<file path="config.mk">
export PLATFORM = sky130hd
export DESIGN_NAME = otp_trim_bank
export DESIGN_NICKNAME = d
export VERILOG_FILES = /design/src/rtl/otp_trim_pkg.sv /design/src/rtl/otp_trim_reg.sv /design/src/rtl/otp_blow_fsm.sv /design/src/rtl/otp_readback.sv /design/src/rtl/otp_trim_bank.sv
export SDC_FILE = /design/constraint.sdc
export NUM_CORES = 1
export LEC_CHECK = 0
export BUFFER_PORTS_ARGS = -buffer_cell sky130_fd_sc_hd__buf_4
export CAP_MARGIN = 5
export CORE_MARGIN = 3
export CORE_UTILIZATION = 50
export CTS_CLUSTER_DIAMETER = 30
export DETAILED_ROUTE_END_ITERATION = 12
export PLACE_DENSITY_LB_ADDON = 0.15
export SLEW_MARGIN = 0
export SYNTH_ARGS = -nofsm -noshare
export SYNTH_HDL_FRONTEND = slang
export SYNTH_SLANG_ARGS = --single-unit
</file>
<file path="constraint.sdc">
create_clock -name clk -period 1.7 [get_ports clk]
set_input_delay 0.17 -clock clk [delete_from_list [all_inputs] [get_ports clk]]
set_output_delay 0.17 -clock clk [all_outputs]
set_load 0.1 [all_outputs]
</file>
<file path="src/rtl/otp_trim_pkg.sv">
package otp_trim_pkg;
    localparam int NUM_REGS     = 4;
    localparam int MAX_W        = 9;
    localparam int IDX_W        = $clog2(MAX_W);
    localparam int REG_IDX_W    = $clog2(NUM_REGS);
    localparam int SENS_W       = 7;
    localparam int SENS_RSV_BIT = 6;
    localparam int OFFS_W       = 6;
    localparam int OFFS_CODE_W  = 5;
    localparam int MARG_W       = 9;
    localparam int LOCK_BIT     = 8;

    typedef enum logic [REG_IDX_W-1:0] {
        REG_SENS = 2'd0,
        REG_OFFS = 2'd1,
        REG_FACT = 2'd2,
        REG_MARG = 2'd3
    } reg_sel_e;

    typedef enum logic [2:0] {
        ST_IDLE,
        ST_BURN,
        ST_DONE,
        ST_REJECT,
        ST_SEALED
    } blow_state_e;

    function automatic int reg_width(input int idx, input int fact_w);
        case (idx)
            0:       return SENS_W;
            1:       return OFFS_W;
            2:       return fact_w;
            default: return MARG_W;
        endcase
    endfunction
endpackage

</file>
<file path="src/rtl/otp_trim_reg.sv">
module otp_trim_reg
    import otp_trim_pkg::*;
#(
    parameter int WIDTH = 7
) (
    input  logic             clk,
    input  logic             rst_n,
    input  logic             pwr_cycle,
    input  logic             set_en,
    input  logic [IDX_W-1:0] set_bit,
    input  logic             try_en,
    input  logic [WIDTH-1:0] try_val,
    output logic [WIDTH-1:0] fuse_q,
    output logic [WIDTH-1:0] eff_q
);
    logic [WIDTH-1:0] try_q;
    logic [WIDTH-1:0] set_mask;

    always_comb begin
        set_mask = '0;
        if (set_en && (int'(set_bit) < WIDTH)) begin
            set_mask = {{(WIDTH-1){1'b0}}, 1'b1} << set_bit;
        end
    end

    always_ff @(posedge clk) begin
        if (!rst_n) begin
            fuse_q <= '0;
        end else begin
            fuse_q <= fuse_q | set_mask;
        end
    end

    always_ff @(posedge clk) begin
        if (!rst_n) begin
            try_q <= '0;
        end else if (pwr_cycle) begin
            try_q <= '0;
        end else if (try_en) begin
            try_q <= try_val;
        end
    end

    assign eff_q = fuse_q | try_q;

    assert_sticky_R3: assert property (@(posedge clk) disable iff (!rst_n)
        ((fuse_q & $past(fuse_q)) == $past(fuse_q)));

    assert_one_bit_R4: assert property (@(posedge clk) disable iff (!rst_n)
        ($countones(fuse_q ^ $past(fuse_q)) <= 1));

    assert_try_cleared_R8: assert property (@(posedge clk) disable iff (!rst_n)
        pwr_cycle |=> (try_q == '0));
endmodule

</file>
<file path="src/rtl/otp_blow_fsm.sv">
module otp_blow_fsm
    import otp_trim_pkg::*;
#(
    parameter int BURN_CYCLES = 4,
    parameter int FACT_W      = 8
) (
    input  logic                 clk,
    input  logic                 rst_n,
    input  logic                 pwr_cycle,
    input  logic                 blow_req,
    input  logic [REG_IDX_W-1:0] blow_reg,
    input  logic [IDX_W-1:0]     blow_bit,
    input  logic                 lock_armed,
    output logic                 fuse_set,
    output logic [REG_IDX_W-1:0] set_reg,
    output logic [IDX_W-1:0]     set_bit,
    output logic                 final_lock,
    output logic                 busy,
    output logic                 blow_done,
    output logic                 blow_err
);
    localparam int CNT_W = (BURN_CYCLES > 1) ? $clog2(BURN_CYCLES) : 1;
    localparam logic [CNT_W-1:0] CNT_LAST = CNT_W'(BURN_CYCLES - 1);

    blow_state_e            state, state_nx;
    logic [CNT_W-1:0]       cnt;
    logic [REG_IDX_W-1:0]   tgt_reg;
    logic [IDX_W-1:0]       tgt_bit;
    logic                   tgt_final;
    logic                   final_q;
    logic                   fire;
    logic                   req_bad;

    function automatic logic target_invalid(input logic [REG_IDX_W-1:0] r,
                                            input logic [IDX_W-1:0] b);
        case (r)
            REG_SENS: return (int'(b) >= SENS_RSV_BIT);
            REG_OFFS: return (int'(b) >= OFFS_W);
            REG_FACT: return 1'b1;
            default:  return (int'(b) >= MARG_W);
        endcase
    endfunction

    assign req_bad = !lock_armed && target_invalid(blow_reg, blow_bit);
    assign fire    = (state == ST_BURN) && (cnt == CNT_LAST) && !pwr_cycle;

    // state register
    always_ff @(posedge clk) begin
        if (!rst_n) begin
            state <= ST_IDLE;
        end else begin
            state <= state_nx;
        end
    end

    // next-state logic
    always_comb begin
        state_nx = state;
        if (pwr_cycle) begin
            state_nx = final_q ? ST_SEALED : ST_IDLE;
        end else begin
            unique case (state)
                ST_IDLE:   if (blow_req) state_nx = req_bad ? ST_REJECT : ST_BURN;
                ST_BURN:   if (cnt == CNT_LAST) state_nx = ST_DONE;
                ST_DONE:   state_nx = final_q ? ST_SEALED : ST_IDLE;
                ST_REJECT: state_nx = ST_IDLE;
                ST_SEALED: state_nx = ST_SEALED;
                default:   state_nx = ST_IDLE;
            endcase
        end
    end

    // target latch, burn counter and hidden final fuse
    always_ff @(posedge clk) begin
        if (!rst_n) begin
            cnt       <= '0;
            tgt_reg   <= '0;
            tgt_bit   <= '0;
            tgt_final <= 1'b0;
            final_q   <= 1'b0;
        end else begin
            if ((state == ST_IDLE) && blow_req && !pwr_cycle) begin
                tgt_reg   <= blow_reg;
                tgt_bit   <= blow_bit;
                tgt_final <= lock_armed;
                cnt       <= '0;
            end else if (state == ST_BURN) begin
                cnt <= cnt + 1'b1;
            end
            if (fire && tgt_final) begin
                final_q <= 1'b1;
            end
        end
    end

    // outputs
    always_comb begin
        busy      = 1'b0;
        blow_done = 1'b0;
        blow_err  = 1'b0;
        unique case (state)
            ST_IDLE:   busy = 1'b0;
            ST_BURN:   busy = 1'b1;
            ST_DONE:   begin busy = 1'b1; blow_done = 1'b1; end
            ST_REJECT: begin busy = 1'b1; blow_err  = 1'b1; end
            ST_SEALED: busy = 1'b0;
            default:   busy = 1'b0;
        endcase
    end

    assign fuse_set   = fire && !tgt_final;
    assign set_reg    = tgt_reg;
    assign set_bit    = tgt_bit;
    assign final_lock = final_q;

    assert_done_err_excl_R2: assert property (@(posedge clk) disable iff (!rst_n)
        !(blow_done && blow_err));

    assert_target_held_R12: assert property (@(posedge clk) disable iff (!rst_n)
        (state == ST_BURN) |=> ($stable(tgt_reg) && $stable(tgt_bit)));

    assert_sealed_quiet_R10: assert property (@(posedge clk) disable iff (!rst_n)
        (state == ST_SEALED) |-> (!fuse_set && !blow_done && !blow_err && final_q));

    assert_final_sticky_R9: assert property (@(posedge clk) disable iff (!rst_n)
        $past(final_q) |-> final_q);
endmodule

</file>
<file path="src/rtl/otp_readback.sv">
module otp_readback
    import otp_trim_pkg::*;
(
    input  logic                                clk,
    input  logic                                rst_n,
    input  logic [NUM_REGS-1:0][MAX_W-1:0]      fuse_all,
    input  logic [REG_IDX_W-1:0]                rd_reg,
    input  logic [IDX_W-1:0]                    rd_bit,
    output logic                                rd_data
);
    logic [MAX_W-1:0] row;

    assign row = fuse_all[rd_reg];

    always_ff @(posedge clk) begin
        if (!rst_n) begin
            rd_data <= 1'b0;
        end else if (int'(rd_bit) < MAX_W) begin
            rd_data <= row[rd_bit];
        end else begin
            rd_data <= 1'b0;
        end
    end
endmodule

</file>
<file path="src/rtl/otp_trim_bank.sv">
module otp_trim_bank
    import otp_trim_pkg::*;
#(
    parameter int BURN_CYCLES = 4,
    parameter int FACT_W      = 8
) (
    input  logic              clk,
    input  logic              rst_n,
    input  logic              pwr_cycle,
    input  logic              blow_req,
    input  logic [1:0]        blow_reg,
    input  logic [3:0]        blow_bit,
    input  logic              try_we,
    input  logic [1:0]        try_reg,
    input  logic [8:0]        try_code,
    input  logic [1:0]        rd_reg,
    input  logic [3:0]        rd_bit,
    output logic [6:0]        sens_code,
    output logic [4:0]        offs_code,
    output logic              clamp_dis,
    output logic [FACT_W-1:0] factory_code,
    output logic [8:0]        margin_code,
    output logic              lock_armed,
    output logic              final_lock,
    output logic              busy,
    output logic              blow_done,
    output logic              blow_err,
    output logic              rd_data
);
    logic [NUM_REGS-1:0][MAX_W-1:0] fuse_all;
    logic                           fuse_set;
    logic [REG_IDX_W-1:0]           set_reg;
    logic [IDX_W-1:0]               set_bit;

    otp_blow_fsm #(
        .BURN_CYCLES (BURN_CYCLES),
        .FACT_W      (FACT_W)
    ) u_seq (
        .clk        (clk),
        .rst_n      (rst_n),
        .pwr_cycle  (pwr_cycle),
        .blow_req   (blow_req),
        .blow_reg   (blow_reg),
        .blow_bit   (blow_bit),
        .lock_armed (lock_armed),
        .fuse_set   (fuse_set),
        .set_reg    (set_reg),
        .set_bit    (set_bit),
        .final_lock (final_lock),
        .busy       (busy),
        .blow_done  (blow_done),
        .blow_err   (blow_err)
    );

    for (genvar gi = 0; gi < NUM_REGS; gi++) begin : g_reg
        localparam int W = reg_width(gi, FACT_W);
        logic [W-1:0] f;
        logic [W-1:0] e;
        logic         try_en;

        assign try_en = try_we && (try_reg == REG_IDX_W'(gi))
                        && (gi != int'(REG_FACT)) && !final_lock;

        otp_trim_reg #(.WIDTH(W)) u_reg (
            .clk       (clk),
            .rst_n     (rst_n),
            .pwr_cycle (pwr_cycle && !final_lock),
            .set_en    (fuse_set && (set_reg == REG_IDX_W'(gi))),
            .set_bit   (set_bit),
            .try_en    (try_en),
            .try_val   (try_code[W-1:0]),
            .fuse_q    (f),
            .eff_q     (e)
        );

        assign fuse_all[gi] = MAX_W'(f);

        if (gi == 0) begin : g_sens
            assign sens_code = e;
        end else if (gi == 1) begin : g_offs
            assign offs_code = e[OFFS_CODE_W-1:0];
            assign clamp_dis = e[OFFS_W-1];
        end else if (gi == 2) begin : g_fact
            assign factory_code = e;
        end else begin : g_marg
            assign margin_code = e;
        end
    end

    assign lock_armed = fuse_all[REG_MARG][LOCK_BIT];

    otp_readback u_rd (
        .clk      (clk),
        .rst_n    (rst_n),
        .fuse_all (fuse_all),
        .rd_reg   (rd_reg),
        .rd_bit   (rd_bit),
        .rd_data  (rd_data)
    );

    assert_frozen_after_seal_R10: assert property (@(posedge clk) disable iff (!rst_n)
        final_lock |=> $stable(fuse_all));

    assert_factory_never_blown_R2: assert property (@(posedge clk) disable iff (!rst_n)
        (!lock_armed && $past(!lock_armed)) |-> (fuse_all[REG_FACT] == '0));

    assert_done_after_busy_R1: assert property (@(posedge clk) disable iff (!rst_n)
        $rose(blow_done) |-> $past(busy));
endmodule

</file>
## Yosys cells after proc, flatten, opt, wreduce, memory -nomap -nowiden

Index checks and enable logic that the tools add are counted.

- Register bits: 66
- Bits in latches: 0
- Memory bits (writable): 0
- Memory bits (read-only): 0
- Input bits: 28
- Output and inout port bits: 36
- Logic and storage cells: 104
- Memories: 0

- Add/subtract/negate cells: 1
- $mul: 0
- Div/mod/pow operators: 0
- $lt $le $gt $ge: 9
- Eq/ne operators: 14
- Shifts and indexed selects: 4
- Mux-type cells: 18
- Bitwise operators: 8
- Reduce and logical (&&, ||, !) cells: 36

Operators by type and width:

| kind | number |
|---|---|
| $logic_and 1x1->1 | 22 |
| $bmux 9 s2 | 1 |
| $mux 9 | 2 |
| $or 9x9->9 | 2 |
| $or 7x7->7 | 2 |
| $lt 4x4->1 const B | 3 |
| $mux 3 | 4 |
| $or 6x6->6 | 2 |
| $pmux 3 s4 | 1 |
| $eq 2x2->1 const B | 5 |
| $shl 1x4->9 const A | 1 |
| $lt 4x3->1 const B | 2 |
| $mux 8 | 1 |
| $or 8x8->8 | 1 |
| $shl 1x4->8 const A | 1 |
| $mux 7 | 1 |
| $shl 1x4->7 const A | 1 |
| $eq 2x1->1 const B | 3 |
| $eq 3x2->1 const B | 2 |
| $logic_not 2->1 | 3 |
| $mux 6 | 1 |
| $reduce_or 2->1 | 3 |
| $shl 1x4->6 const A | 1 |
| $lt 4x5->1 const B | 1 |
| 17 further kinds | 24 |

## Logic depth before layout (Yosys ltp)

- Word-level depth: 8
- Depth in mapped cells: 6
- Gate-level depth less buffers: 5

## Modules after synthesis

From an unflattened synthesis, not the netlist that was laid out.

- Cell total of the unflattened synthesis: 358
- Area total of the unflattened synthesis: 3537.1 µm²

Modules (own cells, without submodules):

| module | times used | cells each | area an instance (µm²) | sequential area each (µm²) |
|---|---|---|---|---|
| otp_trim_reg at g_reg[3].u_reg | 1 | 74 | 709.4 | 360.3 |
| otp_blow_fsm | 1 | 71 | 693.2 | 260.2 |
| otp_trim_reg at g_reg[2].u_reg | 1 | 66 | 618.1 | 320.3 |
| otp_trim_reg at g_reg[0].u_reg | 1 | 58 | 545.5 | 280.3 |
| otp_trim_reg at g_reg[1].u_reg | 1 | 47 | 500.5 | 240.2 |
| otp_readback | 1 | 33 | 387.9 | 20.0 |
| otp_trim_bank | 1 | 9 | 82.6 | 0.0 |

## Least setup slack after synthesis

No wires, ideal clock.

- Kind: register -> register
- From: register u_seq.state[0]
- To: register u_seq.state[2]
- Setup time: 0.091 ns
- Arrival: 3.111 ns
- Data required time: 1.609 ns
- Slack: -1.503 ns
- Stages on the path, launching flop included: 6
- Buffers on the path: 1
- Period minus slack after synthesis: 3.203 ns
- Cells stage by stage: dfxtp_1 -> buf_2 -> nor3b_1 -> o21a_1 -> a21oi_1 -> a311oi_1

- Longest elaborated chain between the ends: 3
- Elaborated cells on any way between the ends: 9
- Those cells by class: eq/ne (5); mux (2); reduce/logical (2)

Ends and longest elaborated chain:

| element | RTL line | text |
|---|---|---|
| from (decl) | otp_blow_fsm.sv:25 | `blow_state_e state, state_nx;` |
| from (signal assigned) | otp_blow_fsm.sv:52 | `state <= state_nx;` |
| $eq 3x3->1 (tied with other cells) | otp_blow_fsm.sv:62 | `unique case (state)` |
| $pmux 3 s4 (tied with other cells) | otp_blow_fsm.sv:62 |  |
| $mux 3 or $reduce_and 2->1 (tied branches) | - |  |

Parallel ways exist; a longest one is shown, timed or not.
A chain may end at the register's enable or synchronous reset.

## Worst setup path in the final report

- From: register u_seq.state[1]
- To: register u_seq.tgt_reg[0] (netlist: u_seq.set_reg[0])

- Longest elaborated chain between the ends: 3

Ends and longest elaborated chain:

| element | RTL line | text |
|---|---|---|
| $logic_not 3->1 | otp_blow_fsm.sv:82 | `if ((state == ST_IDLE) && blow_req && !pwr_cycle) begin` |
| $logic_and 1x1->1 (2 in a row) | otp_blow_fsm.sv:82 |  |
| to (signal assigned) | otp_blow_fsm.sv:83 | `tgt_reg <= blow_reg;` |
| to (decl) | otp_blow_fsm.sv:27 | `logic [REG_IDX_W-1:0] tgt_reg;` |

No other way between the ends.

==> run metrics <==
Worst Hold Depth 3; Hold EP g_reg[3].u_reg.try_q[8]$_SDFFE_PP0P_; post-placement worst setup slack between 0.1 and 0.15 ns; cell internal pwr 2.50 mW; average instance area after synthesis between 9 and 10 sq um; GPL Wtd Cong 0.822; flip-flop count of the largest register after layout 30; register share of total power a little under half; Worst Path Required roughly 1.9 ns; vias after detailed routing about 2600; die height about 83 um; fraction of power spent switching nets ~24%; H-Tree Level Count 3; r2r setup slk ~0.10 ns; final-report setup violation count 0; buffer levels on the longest clock path 2; 1st-pass router iterations 4; yosys synthesis warning count 0; Final Core Density approximately two thirds; count of antenna-violating nets left after detailed routing 0; status finished clean; post-detailed-route DRC marker count 0; Max Clock Skew about 0.0088 ns; area added between synthesis and finish 28.0%; startpoint of the worst hold path try_code[8]; class of the tightest hold or removal check input pin to flop; Synth async-reset ratio 0%; crit path DAT roughly 1.8 ns; starting DRC count in detailed routing between 150 and 200; die area roughly 0.0069 sq mm; number of distinct library cells after synthesis slightly above 40; delay of the slowest critical-path stage 0.45 ns; Met1 Wirelength 3210 um; Levels on crit path 4; via density per instance around 5.5; Total Power roughly 3.3 mW; worst r2r path cells 4; row count 27; maximum number of pins on one net before global-route repair 33; number of flops mapped to enable cells by yosys 0; setup slack after layout between 0.1 and 0.15 ns; via count of the first global-routing pass 2550; core box area 0.00564 sq mm; Clock Power Share between 40% and 50%; GRT overflow 0; dominant delay contributor by cell family on the critical path simple AND/OR/NAND/NOR gates; maximum vdd drop around 0.51 mV; total of max-cap violations 0; Power Density 863 mW/mm^2; starting density of the core 53.0%; Detail Placement HPWL between 5000 and 6000 um; total instance count after detailed placement between 400 and 500; synthesized netlist cell count between 300 and 400; Routed Wire Length about 7500 um; post-layout net count roughly 430; combined area of all synthesized cells 0.00299 sq mm; proportion of layout cells with a drive suffix above 1 34.3%; Top Ports 64; register area share after synthesis approximately 44%; fin crit period approximately 1.6 ns; syn nets 354; drt wl/cell 15.8 um; register with the highest flop count g.u_reg.fuse_q; achievable frequency roughly 0.63 GHz; Clk pin slew, worst setup/hold paths ~0.07 ns; count of input and output buffers 63; unrepaired setup endpoints after global routing false; global-route wire length before repair about 13000 um; highest metal used met4; sinks on the clock net between 60 and 70; endpoint type of the worst setup path flop; Worst Path Buf+Inv 0; worst hold slack after final layout between 0.08 and 0.09 ns; number of clock buffers inserted by TritonCTS 9; fillers 485; Hold Violations, Final 0; element type at the critical path start flop; met3 routed WL 351 um; Inserted Diodes 0; critical-path cell list or3_4, or2_1, mux2i_1, nor2b_1; Die X-Extent around 83 um; clock latency on the worst-skew pair between 0.3 and 0.4 ns; relative contribution of combinational cells to total power between 10% and 20%; All-Layer GR Usage a little under a quarter; CTS Root Cell sky130_fd_sc_hd__clkbuf_8; final clock period utilization by the worst path 94.0%; pin slew with the least headroom to its limit about 0.5 ns; CP Class flop to flop; standard cell with the maximum stage delay on the critical path sky130_fd_sc_hd__or3_4; final count of pins violating max slew 0; Max transition margin about two thirds; ys flop type sky130_fd_sc_hd__dfxtp_1; initial antenna violation count 0; largest fanout of any net on the critical path 8; Seq cells post-synth between 60 and 70; final cell count without fillers 472; startpoint of the worst-slack reg-to-reg timing path u_seq.state[1]$_SDFFE_PN0P_; clock tree from TritonCTS done; Sw Pwr approximately 0.8 mW; leakage power of the design 1.59 nW; Met2 Routed Length about 3700 um; endpoint of the lowest-slack register-to-register path u_seq.set_reg[0]$_SDFFE_PN0P_
worst min-delay path, delay by kind of cell:
family | cells | cell delay [ns]
AND/OR/NAND/NOR | 1 | 0.05
AO/OA/AOI/OAI | 1 | 0.05
buffers and inverters | 1 | 0.11
how the worst max path moves through the flow:
stage | start | slack, ns | end
6_report | u_seq.state[1]$_SDFFE_PN0P_ | 0.10 | u_seq.set_reg[0]$_SDFFE_PN0P_
3_3_place_gp | u_seq.state[1]$_SDFFE_PN0P_ | 0.16 | u_seq.set_bit[2]$_SDFFE_PN0P_
3_5_place_dp | u_seq.state[1]$_SDFFE_PN0P_ | 0.11 | u_seq.set_bit[3]$_SDFFE_PN0P_
4_1_cts | u_seq.state[1]$_SDFFE_PN0P_ | 0.1 | u_seq.set_bit[3]$_SDFFE_PN0P_
2_1_floorplan | u_seq.state[0]$_SDFFE_PN0P_ | -0.09 | u_seq.state[2]$_SDFFE_PN0P_
5_1_grt | u_seq.state[1]$_SDFFE_PN0P_ | 0.01 | u_seq.set_bit[0]$_SDFFE_PN0P_
power by group through the flow:
stage               combinational [mW]  sequential (mW)  clock (mW)
floorplan                        0.243             1.61           0
global placement                 0.366             1.62           0
detailed placement               0.371             1.62           0
CTS                              0.372             1.58        1.37
global route                     0.398             1.59        1.45
finish                           0.371             1.59        1.35
per-layer routing:
layer	vias up	global-route usage [%]
met1	1236	27.4
met3	14	5.56
met5	-	0
met4	0	10.4
li1	1265	-
met2	66	38.2
cells in the mapped netlist, types with 2 or more instances:
cell | count | area (sq um)
sky130_fd_sc_hd__a311oi_1 | 2 | 17.5
sky130_fd_sc_hd__nor3b_1 | 3 | 22.5
sky130_fd_sc_hd__a31oi_1 | 15 | 93.8
sky130_fd_sc_hd__o21a_1 | 2 | 15.0
sky130_fd_sc_hd__or2_2 | 22 | 138
sky130_fd_sc_hd__a21oi_1 | 29 | 145
sky130_fd_sc_hd__dfxtp_1 | 66 | 1320
sky130_fd_sc_hd__nand2_1 | 28 | 105
sky130_fd_sc_hd__nor4_4 | 3 | 63.8
sky130_fd_sc_hd__buf_2 | 4 | 20.0
sky130_fd_sc_hd__mux2_2 | 3 | 33.8
sky130_fd_sc_hd__nand3_1 | 2 | 10.0
sky130_fd_sc_hd__mux4_2 | 4 | 90.1
sky130_fd_sc_hd__o21ai_0 | 2 | 10.0
sky130_fd_sc_hd__inv_1 | 3 | 11.3
sky130_fd_sc_hd__nor3_1 | 8 | 40.0
sky130_fd_sc_hd__nor2_1 | 24 | 90.1
sky130_fd_sc_hd__o31ai_1 | 2 | 15.0
sky130_fd_sc_hd__mux2i_1 | 24 | 240
sky130_fd_sc_hd__nand3b_1 | 2 | 15.0
sky130_fd_sc_hd__nor2b_1 | 39 | 244
sky130_fd_sc_hd__clkbuf_1 | 13 | 48.8
sky130_fd_sc_hd__nand2b_1 | 7 | 43.8
cells in the final DEF, fill, tap and decap left out, types with 3 or more instances in the layout:
cell                       count
sky130_fd_sc_hd__dfxtp_2       8
sky130_fd_sc_hd__nor4_4        3
sky130_fd_sc_hd__nand2_1      28
sky130_fd_sc_hd__dfxtp_1      58
sky130_fd_sc_hd__mux4_2        4
sky130_fd_sc_hd__nor3_1        8
sky130_fd_sc_hd__inv_1         3
sky130_fd_sc_hd__a31oi_1      15
sky130_fd_sc_hd__a21oi_1      29
sky130_fd_sc_hd__mux2i_1      24
sky130_fd_sc_hd__nor2b_1      39
sky130_fd_sc_hd__buf_4        78
sky130_fd_sc_hd__clkbuf_8     12
sky130_fd_sc_hd__nand2b_1      7
sky130_fd_sc_hd__nor2_1       23
sky130_fd_sc_hd__mux2_2        3
sky130_fd_sc_hd__or2_2        22
area by class of cell:
type,count,area (sq um),area share [%]
multi-input combinational,237,1580,41.4
sequential,66,1330,34.8
timing repair buffer,79,606,15.8
clock buffer,13,169,4.42
tap,72,90.1,2.36
clock inverter,2,35.0,0.916
inverter,3,11.3,0.294
cell families after synthesis:
| logic type | after synthesis | share of synthesized area [%] |
|---|---|---|
| XOR/XNOR | 1 | 0.293 |
| AND/OR/NAND/NOR | 145 | 27.8 |
| multiplexers | 31 | 12.2 |
| buffers and inverters | 22 | 3.31 |
| flip-flops | 66 | 44.2 |
| AO/OA/AOI/OAI | 59 | 11.8 |
| adder cells (fa/ha/maj) | 1 | 0.419 |
per-stage QoR:
step	TNS [ns]	area (sq um)
final	0	3820
after global routing	0	3820
after CTS	0	3820
after detailed placement	0	3610
after global placement	0	3610
after floorplan	-0.0855	3010
repair_timing:
item | 4_1_cts | 5_1_grt
hold buffers | 0 | 0
gates resized for setup | 0 | 0
endpoints found under the setup margin | 0 | 9
setup buffers | 0 | 1
Note: power is estimated with default switching activity, not from simulation.
